[config.mk]
export PLATFORM = sky130hd
export DESIGN_NAME = cal_clock
export DESIGN_NICKNAME = d
export VERILOG_FILES = /design/src/rtl/cal_pkg.sv /design/src/rtl/cal_phase_seq.sv /design/src/rtl/cal_time_core.sv /design/src/rtl/cal_reg_port.sv /design/src/rtl/cal_clock.sv
export SDC_FILE = /design/constraint.sdc
export NUM_CORES = 1
export LEC_CHECK = 0
export BUFFER_PORTS_ARGS = -buffer_cell sky130_fd_sc_hd__buf_4
export CORE_MARGIN = 2
export CORE_UTILIZATION = 45
export CTS_CLUSTER_DIAMETER = 50
export DETAILED_ROUTE_END_ITERATION = 8
export GPL_TIMING_DRIVEN = 0
export PLACE_DENSITY = 0.68
export SLEW_MARGIN = 30
export SYNTH_ARGS = -nofsm -noshare
export SYNTH_HDL_FRONTEND = slang
export SYNTH_SLANG_ARGS = --single-unit
export TNS_END_PERCENT = 10
[constraint.sdc]
create_clock -name clk_i -period 5.45 [get_ports clk_i]
set_input_delay 0.545 -clock clk_i [delete_from_list [all_inputs] [get_ports clk_i]]
set_output_delay 0.545 -clock clk_i [all_outputs]
set_load 0.05 [all_outputs]
[src/rtl/cal_pkg.sv]
package cal_pkg;

    localparam logic [3:0] IDX_SEC  = 4'd0;
    localparam logic [3:0] IDX_MIN  = 4'd2;
    localparam logic [3:0] IDX_HOUR = 4'd4;
    localparam logic [3:0] IDX_DOW  = 4'd6;
    localparam logic [3:0] IDX_DOM  = 4'd7;
    localparam logic [3:0] IDX_MON  = 4'd8;
    localparam logic [3:0] IDX_YEAR = 4'd9;
    localparam logic [3:0] IDX_STA  = 4'd10;
    localparam logic [3:0] IDX_MODE = 4'd11;
    localparam logic [3:0] IDX_VLD  = 4'd13;

    // Time held as binary counters; formatting happens at the register port.
    typedef struct packed {
        logic [6:0] year;
        logic [3:0] mon;
        logic [4:0] dom;
        logic [2:0] dow;
        logic [4:0] hour;
        logic [5:0] min;
        logic [5:0] sec;
    } cal_time_t;

    typedef struct packed {
        logic freeze;
        logic binary;
        logic h24;
    } cal_mode_t;

    typedef enum logic [2:0] {
        F_NONE, F_SEC, F_MIN, F_HOUR, F_DOW, F_DOM, F_MON, F_YEAR
    } cal_field_e;

    typedef struct packed {
        cal_field_e fld;
        logic [6:0] val;
    } cal_wr_t;

    function automatic logic [7:0] to_bcd(logic [6:0] v);
        logic [3:0] tens;
        logic [3:0] units;
        tens  = 4'(v / 7'd10);
        units = 4'(v - 7'(tens) * 7'd10);
        return {tens, units};
    endfunction

    function automatic logic [6:0] from_bcd(logic [7:0] d);
        return 7'({4'd0, d[7:4]} * 8'd10 + {4'd0, d[3:0]});
    endfunction

    function automatic logic [7:0] enc(logic [6:0] v, logic bin);
        return bin ? {1'b0, v} : to_bcd(v);
    endfunction

    function automatic logic [6:0] dec(logic [7:0] d, logic bin);
        return bin ? d[6:0] : from_bcd(d);
    endfunction

    function automatic logic [4:0] days_in_month(logic [3:0] mon, logic [6:0] yr);
        case (mon)
            4'd2:                      return (yr[1:0] == 2'd0) ? 5'd29 : 5'd28;
            4'd4, 4'd6, 4'd9, 4'd11:   return 5'd30;
            default:                   return 5'd31;
        endcase
    endfunction

    function automatic logic [7:0] hour_out(logic [4:0] h, logic h24, logic bin);
        logic [6:0] h12;
        logic       pm;
        if (h24) return enc({2'b00, h}, bin);
        pm = (h >= 5'd12);
        if (h == 5'd0)       h12 = 7'd12;
        else if (h > 5'd12)  h12 = {2'b00, h - 5'd12};
        else                 h12 = {2'b00, h};
        return enc(h12, bin) | {pm, 7'd0};
    endfunction

    function automatic logic [6:0] hour_in(logic [7:0] d, logic h24, logic bin);
        logic [6:0] v;
        if (h24) return dec(d, bin);
        v = dec({1'b0, d[6:0]}, bin);
        if (v == 7'd12) return d[7] ? 7'd12 : 7'd0;
        return d[7] ? v + 7'd12 : v;
    endfunction

endpackage

[src/rtl/cal_phase_seq.sv]
module cal_phase_seq #(
    parameter int unsigned TICKS_PER_SEC  = 32768,
    parameter int unsigned UIP_LEAD_TICKS = 8,
    parameter int unsigned UPD_TICKS      = 65
) (
    input  logic clk_i,
    input  logic rst_i,
    input  logic tick_i,
    input  logic freeze_i,
    output logic uip_o,
    output logic adv_o
);
    localparam int unsigned PW     = (TICKS_PER_SEC > 2) ? $clog2(TICKS_PER_SEC) : 1;
    localparam int unsigned WIN    = UIP_LEAD_TICKS + UPD_TICKS;
    localparam logic [PW-1:0] LAST = PW'(TICKS_PER_SEC - 1);

    logic [PW-1:0] ph_q;

    assign adv_o = tick_i & ~freeze_i & (ph_q == LAST);

    always_ff @(posedge clk_i) begin
        if (rst_i || freeze_i)  ph_q <= '0;
        else if (adv_o)         ph_q <= '0;
        else if (tick_i)        ph_q <= ph_q + 1'b1;
    end

    generate
        if (WIN == 0) begin : g_no_window
            assign uip_o = 1'b0;
        end else begin : g_window
            localparam logic [PW-1:0] WSTART = PW'(TICKS_PER_SEC - WIN);
            assign uip_o = (ph_q >= WSTART);
        end
    endgenerate
endmodule

[src/rtl/cal_time_core.sv]
module cal_time_core
    import cal_pkg::*;
(
    input  logic      clk_i,
    input  logic      rst_i,
    input  logic      adv_i,
    input  cal_wr_t   wr_i,
    output cal_time_t time_o,
    output logic      done_o
);
    cal_time_t t_q;
    cal_time_t nxt;
    logic      c_min, c_hour, c_day, c_mon, c_year;
    logic [4:0] dim;

    always_comb begin
        dim    = days_in_month(t_q.mon, t_q.year);
        nxt    = t_q;
        c_min  = (t_q.sec >= 6'd59);
        c_hour = c_min  && (t_q.min  >= 6'd59);
        c_day  = c_hour && (t_q.hour >= 5'd23);
        c_mon  = c_day  && (t_q.dom  >= dim);
        c_year = c_mon  && (t_q.mon  >= 4'd12);

        nxt.sec = c_min ? 6'd0 : t_q.sec + 6'd1;
        if (c_min)  nxt.min  = c_hour ? 6'd0 : t_q.min + 6'd1;
        if (c_hour) nxt.hour = c_day  ? 5'd0 : t_q.hour + 5'd1;
        if (c_day) begin
            nxt.dow = (t_q.dow >= 3'd7) ? 3'd1 : t_q.dow + 3'd1;
            nxt.dom = c_mon ? 5'd1 : t_q.dom + 5'd1;
        end
        if (c_mon)  nxt.mon  = c_year ? 4'd1 : t_q.mon + 4'd1;
        if (c_year) nxt.year = (t_q.year >= 7'd99) ? 7'd0 : t_q.year + 7'd1;
    end

    always_ff @(posedge clk_i) begin
        if (rst_i) begin
            t_q    <= '{year: 7'd0, mon: 4'd1, dom: 5'd1, dow: 3'd1,
                        hour: 5'd0, min: 6'd0, sec: 6'd0};
            done_o <= 1'b0;
        end else begin
            done_o <= adv_i;
            if (adv_i) t_q <= nxt;
            case (wr_i.fld)
                F_SEC:   t_q.sec  <= wr_i.val[5:0];
                F_MIN:   t_q.min  <= wr_i.val[5:0];
                F_HOUR:  t_q.hour <= wr_i.val[4:0];
                F_DOW:   t_q.dow  <= wr_i.val[2:0];
                F_DOM:   t_q.dom  <= wr_i.val[4:0];
                F_MON:   t_q.mon  <= wr_i.val[3:0];
                F_YEAR:  t_q.year <= wr_i.val;
                default: ;
            endcase
        end
    end

    assign time_o = t_q;
endmodule

[src/rtl/cal_reg_port.sv]
module cal_reg_port
    import cal_pkg::*;
(
    input  logic      clk_i,
    input  logic      rst_i,
    input  logic      wr_en_i,
    input  logic [3:0] wr_addr_i,
    input  logic [7:0] wr_data_i,
    input  logic [3:0] rd_addr_i,
    input  cal_time_t time_i,
    input  logic      uip_i,
    output cal_wr_t   wr_o,
    output cal_mode_t mode_o,
    output logic [7:0] rd_data_o
);
    cal_mode_t mode_q;
    logic      bin;

    assign bin    = mode_q.binary;
    assign mode_o = mode_q;

    always_ff @(posedge clk_i) begin
        if (rst_i)
            mode_q <= '{freeze: 1'b0, binary: 1'b0, h24: 1'b1};
        else if (wr_en_i && wr_addr_i == IDX_MODE)
            mode_q <= '{freeze: wr_data_i[7], binary: wr_data_i[2], h24: wr_data_i[1]};
    end

    always_comb begin
        wr_o = '{fld: F_NONE, val: 7'd0};
        if (wr_en_i) begin
            case (wr_addr_i)
                IDX_SEC:  wr_o = '{fld: F_SEC,  val: dec(wr_data_i, bin)};
                IDX_MIN:  wr_o = '{fld: F_MIN,  val: dec(wr_data_i, bin)};
                IDX_HOUR: wr_o = '{fld: F_HOUR, val: hour_in(wr_data_i, mode_q.h24, bin)};
                IDX_DOW:  wr_o = '{fld: F_DOW,  val: dec(wr_data_i, bin)};
                IDX_DOM:  wr_o = '{fld: F_DOM,  val: dec(wr_data_i, bin)};
                IDX_MON:  wr_o = '{fld: F_MON,  val: dec(wr_data_i, bin)};
                IDX_YEAR: wr_o = '{fld: F_YEAR, val: dec(wr_data_i, bin)};
                default:  ;
            endcase
        end
    end

    always_comb begin
        case (rd_addr_i)
            IDX_SEC:  rd_data_o = enc({1'b0, time_i.sec}, bin);
            IDX_MIN:  rd_data_o = enc({1'b0, time_i.min}, bin);
            IDX_HOUR: rd_data_o = hour_out(time_i.hour, mode_q.h24, bin);
            IDX_DOW:  rd_data_o = enc({4'd0, time_i.dow}, bin);
            IDX_DOM:  rd_data_o = enc({2'd0, time_i.dom}, bin);
            IDX_MON:  rd_data_o = enc({3'd0, time_i.mon}, bin);
            IDX_YEAR: rd_data_o = enc(time_i.year, bin);
            IDX_STA:  rd_data_o = {uip_i, 7'd0};
            IDX_MODE: rd_data_o = {mode_q.freeze, 4'd0, mode_q.binary, mode_q.h24, 1'b0};
            IDX_VLD:  rd_data_o = 8'h80;
            default:  rd_data_o = 8'h00;
        endcase
    end
endmodule

[src/rtl/cal_clock.sv]
module cal_clock
    import cal_pkg::*;
#(
    parameter int unsigned TICKS_PER_SEC  = 32768,
    parameter int unsigned UIP_LEAD_TICKS = 8,
    parameter int unsigned UPD_TICKS      = 65
) (
    input  logic       clk_i,
    input  logic       rst_i,
    input  logic       tick_i,
    input  logic       wr_en_i,
    input  logic [3:0] wr_addr_i,
    input  logic [7:0] wr_data_i,
    input  logic [3:0] rd_addr_i,
    output logic [7:0] rd_data_o,
    output logic       uip_o,
    output logic       upd_done_o,
    output logic       alarm_chk_o
);
    cal_time_t time_q;
    cal_mode_t mode;
    cal_wr_t   wr_cmd;
    logic      adv;
    logic      done;

    cal_phase_seq #(
        .TICKS_PER_SEC (TICKS_PER_SEC),
        .UIP_LEAD_TICKS(UIP_LEAD_TICKS),
        .UPD_TICKS     (UPD_TICKS)
    ) u_seq (
        .clk_i   (clk_i),
        .rst_i   (rst_i),
        .tick_i  (tick_i),
        .freeze_i(mode.freeze),
        .uip_o   (uip_o),
        .adv_o   (adv)
    );

    cal_time_core u_core (
        .clk_i (clk_i),
        .rst_i (rst_i),
        .adv_i (adv),
        .wr_i  (wr_cmd),
        .time_o(time_q),
        .done_o(done)
    );

    cal_reg_port u_port (
        .clk_i    (clk_i),
        .rst_i    (rst_i),
        .wr_en_i  (wr_en_i),
        .wr_addr_i(wr_addr_i),
        .wr_data_i(wr_data_i),
        .rd_addr_i(rd_addr_i),
        .time_i   (time_q),
        .uip_i    (uip_o),
        .wr_o     (wr_cmd),
        .mode_o   (mode),
        .rd_data_o(rd_data_o)
    );

    assign upd_done_o  = done;
    assign alarm_chk_o = done;
endmodule

# Word level (Yosys, flattened, before mapping)
# Index checks and enable logic that the tools add are counted.
totals:
  register_bits: 55
  in_bits: 20
  out_inout_bits: 11
op_classes:
  n_lt_le_gt_ge: 10
  n_reduce_logical: 31
  n_eq_ne: 30
  bitwise: 4
  add_sub_neg: 20
  n_mux: 55
  mul: 10
  div: 8
ops:
  columns: ["operator", "n"]
  rows:
  - ["7-bit 2-to-1 mux", 13]
  - ["8-bit 2-to-1 mux", 11]
  - ["8-bit case mux with 10 select lines", 1]
  - ["10-bit case mux with 7 select lines", 1]
  - ["4-bit equality test (second input constant)", 10]
  - ["36-bit 2-to-1 mux", 1]
  - ["4-bit by 3-bit equality test with 1-bit output (second input constant)", 8]
  - ["4-bit by 3-bit multiplier with 3-bit output (second input constant)", 8]
  - ["5-bit 2-to-1 mux", 6]
  - ["6-bit 2-to-1 mux", 5]
  - ["4-bit subtractor", 7]
  - ["2-bit nonzero test", 13]
  - ["4-bit 2-to-1 mux", 4]
  - ["15-bit by 1-bit adder with 15-bit output (second input constant)", 1]
  - ["15-bit equality test (second input constant)", 1]
  - ["15-bit greater-or-equal comparator (second input constant)", 1]
  - ["7-bit by 4-bit adder with 7-bit output", 2]
  - ["5-bit by 4-bit divider with 7-bit output (second input constant)", 2]
  - ["6-bit by 4-bit divider with 7-bit output (second input constant)", 2]
  - ["7-bit by 4-bit divider with 7-bit output (second input constant)", 2]
  - ["6-bit by 1-bit adder with 6-bit output (second input constant)", 2]
  - ["3-bit equality test (second input constant)", 4]
  - ["4-bit by 2-bit equality test with 1-bit output (second input constant)", 3]
  - ["6-bit greater-or-equal comparator (second input constant)", 2]
  - ["36 further kinds", 58]

# Logic depth before layout (Yosys ltp)
depth:
  ltp_word: 15
  depth_mapped: 23
  depth_no_buf: 22

# Cells and area by module
# Synthesis repeated with hierarchy kept, for this count alone.
unflattened:
  cells_unflattened: 826
  hier_area_um2: 6264.8
modules_own_cells:
  columns: ["mod", "area_each_um2", "n_inst", "seq_area_each_um2", "cells_per_inst"]
  rows:
  - ["cal_reg_port", 3169.3, 1, 60.1, 448]
  - ["cal_time_core", 2353.5, 1, 740.7, 300]
  - ["cal_phase_seq", 734.5, 1, 300.3, 77]
  - ["cal_clock", 7.5, 1, 0.0, 1]

# Worst setup path before layout
# OpenSTA, ideal clock, no wires.
synth_timing:
  path_kind: "register -> output"
  start: "reg u_core.t_q (netlist bit u_core.time_o[14])"
  end: "out rd_data_o[2]"
  arrival_ns: 5.299
  slack_ns: -0.394
  path_stages_with_launch: 24
  cell_sequence: "dfxtp_1 clkbuf_1 inv_1 ha_1 nand2b_1 or3b_2 nand2_1 ha_1 inv_1 ha_1 a31oi_1 ha_1 nand2b_1 a21oi_1 a211oi_1 o32ai_1 inv_1 ha_1 inv_1 fa_1 nor2_1 a211oi_1 a21oi_1 o21ai_0"
synth_via:
  elab_chain_len: 12
  elab_cells_between_ends: 19
  classes_between: "add/sub (3); mul (2); div (2); order compare (1); mux (9); bitwise (1); reduce/logical (1)"
synth_rtl:
  columns: ["item", "line", "rtl"]
  rows:
  - ["from (decl)", "cal_time_core.sv:11", "cal_time_t t_q;"]
  - ["from (signal assigned)", "cal_time_core.sv:38", "t_q <= '{year: 7'd0, mon: 4'd1, dom: 5'd1, dow: 3'd1,"]
  - ["from (signal assigned)", "cal_time_core.sv:43", "if (adv_i) t_q <= nxt;"]
  - ["5-bit by 4-bit subtractor with 5-bit output or 5-bit by 4-bit greater-than comparator with 1-bit output (tied branches)", "cal_pkg.sv:74", "else if (h > 5'd12) h12 = {2'b00, h - 5'd12};"]
  - ["5-bit 2-to-1 mux", "cal_pkg.sv:74", null]
  - ["7-bit 2-to-1 mux", "cal_pkg.sv:73", "if (h == 5'd0) h12 = 7'd12;"]
  - ["7-bit 2-to-1 mux", "cal_pkg.sv:72", "pm = (h >= 5'd12);"]
  - ["7-bit 2-to-1 mux", "cal_reg_port.sv:46", "case (rd_addr_i)"]
  - ["7-bit by 4-bit divider with 7-bit output", "cal_pkg.sv:43", "tens = 4'(v / 7'd10);"]
  - ["4-bit by 3-bit multiplier with 3-bit output", "cal_pkg.sv:44", "units = 4'(v - 7'(tens) * 7'd10);"]
  - ["4-bit subtractor", "cal_pkg.sv:44", null]
  - ["8-bit 2-to-1 mux", "cal_pkg.sv:53", "return bin ? {1'b0, v} : to_bcd(v);"]
  - ["8-bit OR", "cal_pkg.sv:76", "return enc(h12, bin) | {pm, 7'd0};"]
  - ["8-bit 2-to-1 mux *", "cal_pkg.sv:72", null]
  - ["8-bit case mux with 10 select lines *", "cal_reg_port.sv:46", null]
  - ["to (decl)", "cal_clock.sv:15", "output logic [7:0] rd_data_o,"]
# Every way passes the cells marked *; elsewhere a longest branch is shown, timed or not. The select of a mux whose other input is x is not followed.

# Worst setup path after layout
layout_timing:
  start: "reg u_core.t_q (netlist bit u_core.time_o[33])"
  end: "out rd_data_o[3]"
layout_via:
  elab_chain_len: 5
layout_rtl:
  columns: ["item", "line"]
  rows:
  - ["7-bit by 4-bit divider with 7-bit output", "cal_pkg.sv:43"]
  - ["4-bit by 3-bit multiplier with 3-bit output", "cal_pkg.sv:44"]
  - ["4-bit subtractor", "cal_pkg.sv:44"]
  - ["8-bit 2-to-1 mux", "cal_pkg.sv:53"]
  - ["8-bit case mux with 10 select lines", "cal_reg_port.sv:46"]
# Every way passes these cells.

==> key figures <==
Run status
  – Status: finished, final reports clean

Clock network
  – CTS Sinks: 55
  – CTS clk-pin slew, worst paths: approximately 0.080 ns
  – # H-tree levels: 2
  – Clk_lat worst skew: ~0.3 ns
  – CTS hold repair buffers: 0
  – Bufs on Longest Clock Path: 2
  – CTS tree: done
  – Total CTS buffers: 5
  – Root Buffer: clkbuf_16

Synthesis
  – Mapped Area: approximately 6300 µm²
  – Ys async rst share: 0%
  – Syn. warnings: 0
  – Post-Syn Area per Cell: 7.37 µm²
  – #FFs+latches synth: between 50 and 60
  – Synthesized Nets: about 950
  – Unique masters post-synth: between 80 and 90
  – Post-synth top flop: dfxtp_1
  – Sequential cell area fraction in the yosys report: 17.5%
  – Mapped Cells: around 860
  – Post-synth EDFFs: 0

Critical path
  – Critical path launch point type: register
  – Crit path kind: reg -> out
  – CP delay by family, top: simple AND/OR/NAND/NOR gates
  – Critical path depth in cells: 22
  – Crit path DAT: about 4.7 ns
  – CP required: roughly 4.9 ns
  – Worst path cell trace: buf_6 > inv_2 > ha_1 > nand2_2 > nand2_4 > nor2_4 > o21ai_2 > a221oi_2 > ha_1 > nand2_1 > and3_1 > a31o_1 > a211oi_4 > nand3_2 > ha_2 > fa_2 > xnor2_4 > nor4_1 > nand4_1 > o211ai_1 > or4_4 > buf_8
  – R2R cell count: 9
  – Endpoint class of the critical path: output pin
  – CP max stage cell: or4_4
  – Buf/Inv on CP: 3
  – Crit-path max FO: 7
  – Most frequent CP cell: ha_1
  – Peak per-stage delay on the critical path: about 0.55 ns

Job
  – Maxcap violations: 0

Global routing
  – Remaining Overflow, GRT: 0
  – Largest net degree at the start of global routing: 19
  – Initial antenna violation count: 0
  – Vias in the first global route: 6,023
  – GR Util All Layers: about a quarter
  – Global-route wire length before repair: just over 30,000 µm

Final layout
  – Synth-to-Final Area Change: 15.4%
  – Reg area: around 1100 µm²
  – Final Util: around 53%
  – Multi-input gate area: roughly 4900 µm²
  – Final antenna diode count: 0
  – Commonest non-fill, non-tap cells in the layout: 97 x nor2_1, 72 x nand2_1, 57 x ha_1
  – Nets: between 1,000 and 1,500
  – Layout cells sized above 1: between 10 and 15%
  – Final-layout fill cell count: about 1,400
  – Commonest non-fill, non-tap cell in the layout: nor2_1

Place
  – Place WS: -0.743 ns
  – PortBufs: 26
  – Dpl hpwl: 14,700 µm
  – RePlAce Congestion: between 0.9 and 1

Timing
  – Clk_skew: 0.00637 ns
  – Actual slew at the worst max-slew pin: about 1.0 ns
  – Final Max Tran Viols: 0
  – Tcrit/Tclk final: a little over nine tenths
  – Final setup vio count: 0
  – Fmax: 189 MHz
  – Final WS setup: 0.165 ns
  – Slew Limit Headroom: around a third
  – Final min period: ~5.3 ns
  – Hold Violations, Final: 0

Drt
  – Per-cell routed wire length: roughly 18 µm
  – Post-DRT Antenna Nets: 0
  – Total length of routed wires: slightly below 20,000 µm
  – Vias: 6,622
  – DRT iter0 DRCs: 692
  – DRC: 0
  – Vias/cell: between 6 and 7
  – DRT Pass-1 Iters: 6

Power
  – Final total power: between 1 and 1.5 mW
  – Pwr dens: approximately 150 nW/µm²
  – Cell leakage power: about 2.8 nW
  – Worst vdd ir: ~0.00018 V

Floorplanning
  – Row count: 43
  – Full die area: approximately 15,000 µm²
  – Ports: 31
  – Die Height: between 100 and 150 µm
  – Initial Utilization: between 40% and 50%
  – Chip width: 122 µm
  – Core footprint: roughly 14,000 µm²

Min path
  – HP Class: reg -> reg
  – WHS Path Cells: 2
## sequential cells by signal (all words and copies together), names as in the netlist
register	cells
u_core.time_o	36
u_port.mode_o	2
u_seq.ph_q	15
u_core.done_o	1
u_port.bin	1
## final cells by class
cell class / count / share of cell area [%]
plain buffers: 55 / 4.02
clock buffers: 6 / 1.91
clock inverters: 2 / 0.241
inverters: 50 / 2.63
multi-input cells: 694 / 67.4
flip-flops and latches: 55 / 15.3
well taps: 180 / 3.09
repair buffers: 51 / 5.36
## metrics by stage
stage	hold WS (ns)	cell area (µm²)	cells	TNS [ns]
floorplan	0.436	6310	855	-0.0188
global placement	0.451	6730	1061	-1.29
detailed placement	0.462	6740	1061	-1.55
CTS	0.479	7040	1073	0
global route	0.512	7280	1093	-0.0654
finish	0.484	7280	1093	0
## metal layers
metal  share of wire [%]  global-route usage, %  vias to the layer above
met5                   0                      0                        -
met4                 2.5                   8.98                        0
met3                 6.5                   4.14                       32
met2                  46                   41.9                      238
met1                  45                   35.4                     3093
li1                    -                      -                     3259
## where the power goes
part	switching [mW]	internal (mW)
logic	0.182	0.123
registers	0.0120	0.410
clock network	0.167	0.187
total	0.361	0.720
## synthesized netlist by cell type (6+ instances only)
cell type   n  area [µm²]
nor2_1     98         368
nand2_1    76         285
ha_1       62         776
dfxtp_1    55        1100
o21ai_0    54         270
inv_1      49         184
a21oi_1    42         210
a211oi_1   41         308
clkbuf_1   39         146
nand3_1    25         125
nor3_1     21         105
nand2b_1   17         106
o211ai_1   17         128
xnor2_1    17         149
nor3b_1    14         105
xor2_1     14         123
a31oi_1    11        68.8
mux2i_1    11         110
a221oi_1   10        87.6
and3_1     10        62.6
nand4_1    10        62.6
fa_1        8         160
o22ai_1     8        50.1
nor2b_1     7        43.8
or3_1       7        43.8
a21o_1      6        45.0
buf_2       6        30.0
nor4_1      6        37.5
## final timing paths
check,start,to,slack [ns]
max reg2reg,u_seq.ph_q[0]$_SDFFE_PP0P_,u_core.time_o[14]$_SDFFE_PP0P_,1.87
min,u_seq.ph_q[14]$_SDFFE_PP0P_,u_seq.ph_q[14]$_SDFFE_PP0P_,0.48
min reg2reg,u_seq.ph_q[14]$_SDFFE_PP0P_,u_seq.ph_q[14]$_SDFFE_PP0P_,0.48
max,u_core.time_o[33]$_SDFFE_PP0P_,rd_data_o[3],0.17
## repair_timing
item                                    4_1_cts  5_1_grt
setup buffers                                 4       21
endpoints found under the hold margin         0        0
pin swaps                                     7       11
gates resized for setup                      29       34
endpoints found under the setup margin        4        2
## worst reg2reg max path, delay by kind of cell, from the launching register on
family	cells	cell delay, ns
fa+ha+maj	1	0.21
compound gates	3	1.15
simple gates	4	1.28
buf+inv	1	0.47
flops	1	0.40
## cell families after synthesis
logic type / share of synthesized area [%]
DFF: 17.5
AOI/OAI and AO/OA: 28.4
muxes: 2.64
xor gates and xnor gates: 4.31
buffers and inverters: 7.28
adders and majority gates: 14.8
and+or+nand+nor: 25.1
Note: power is estimated with default switching activity, not from simulation.
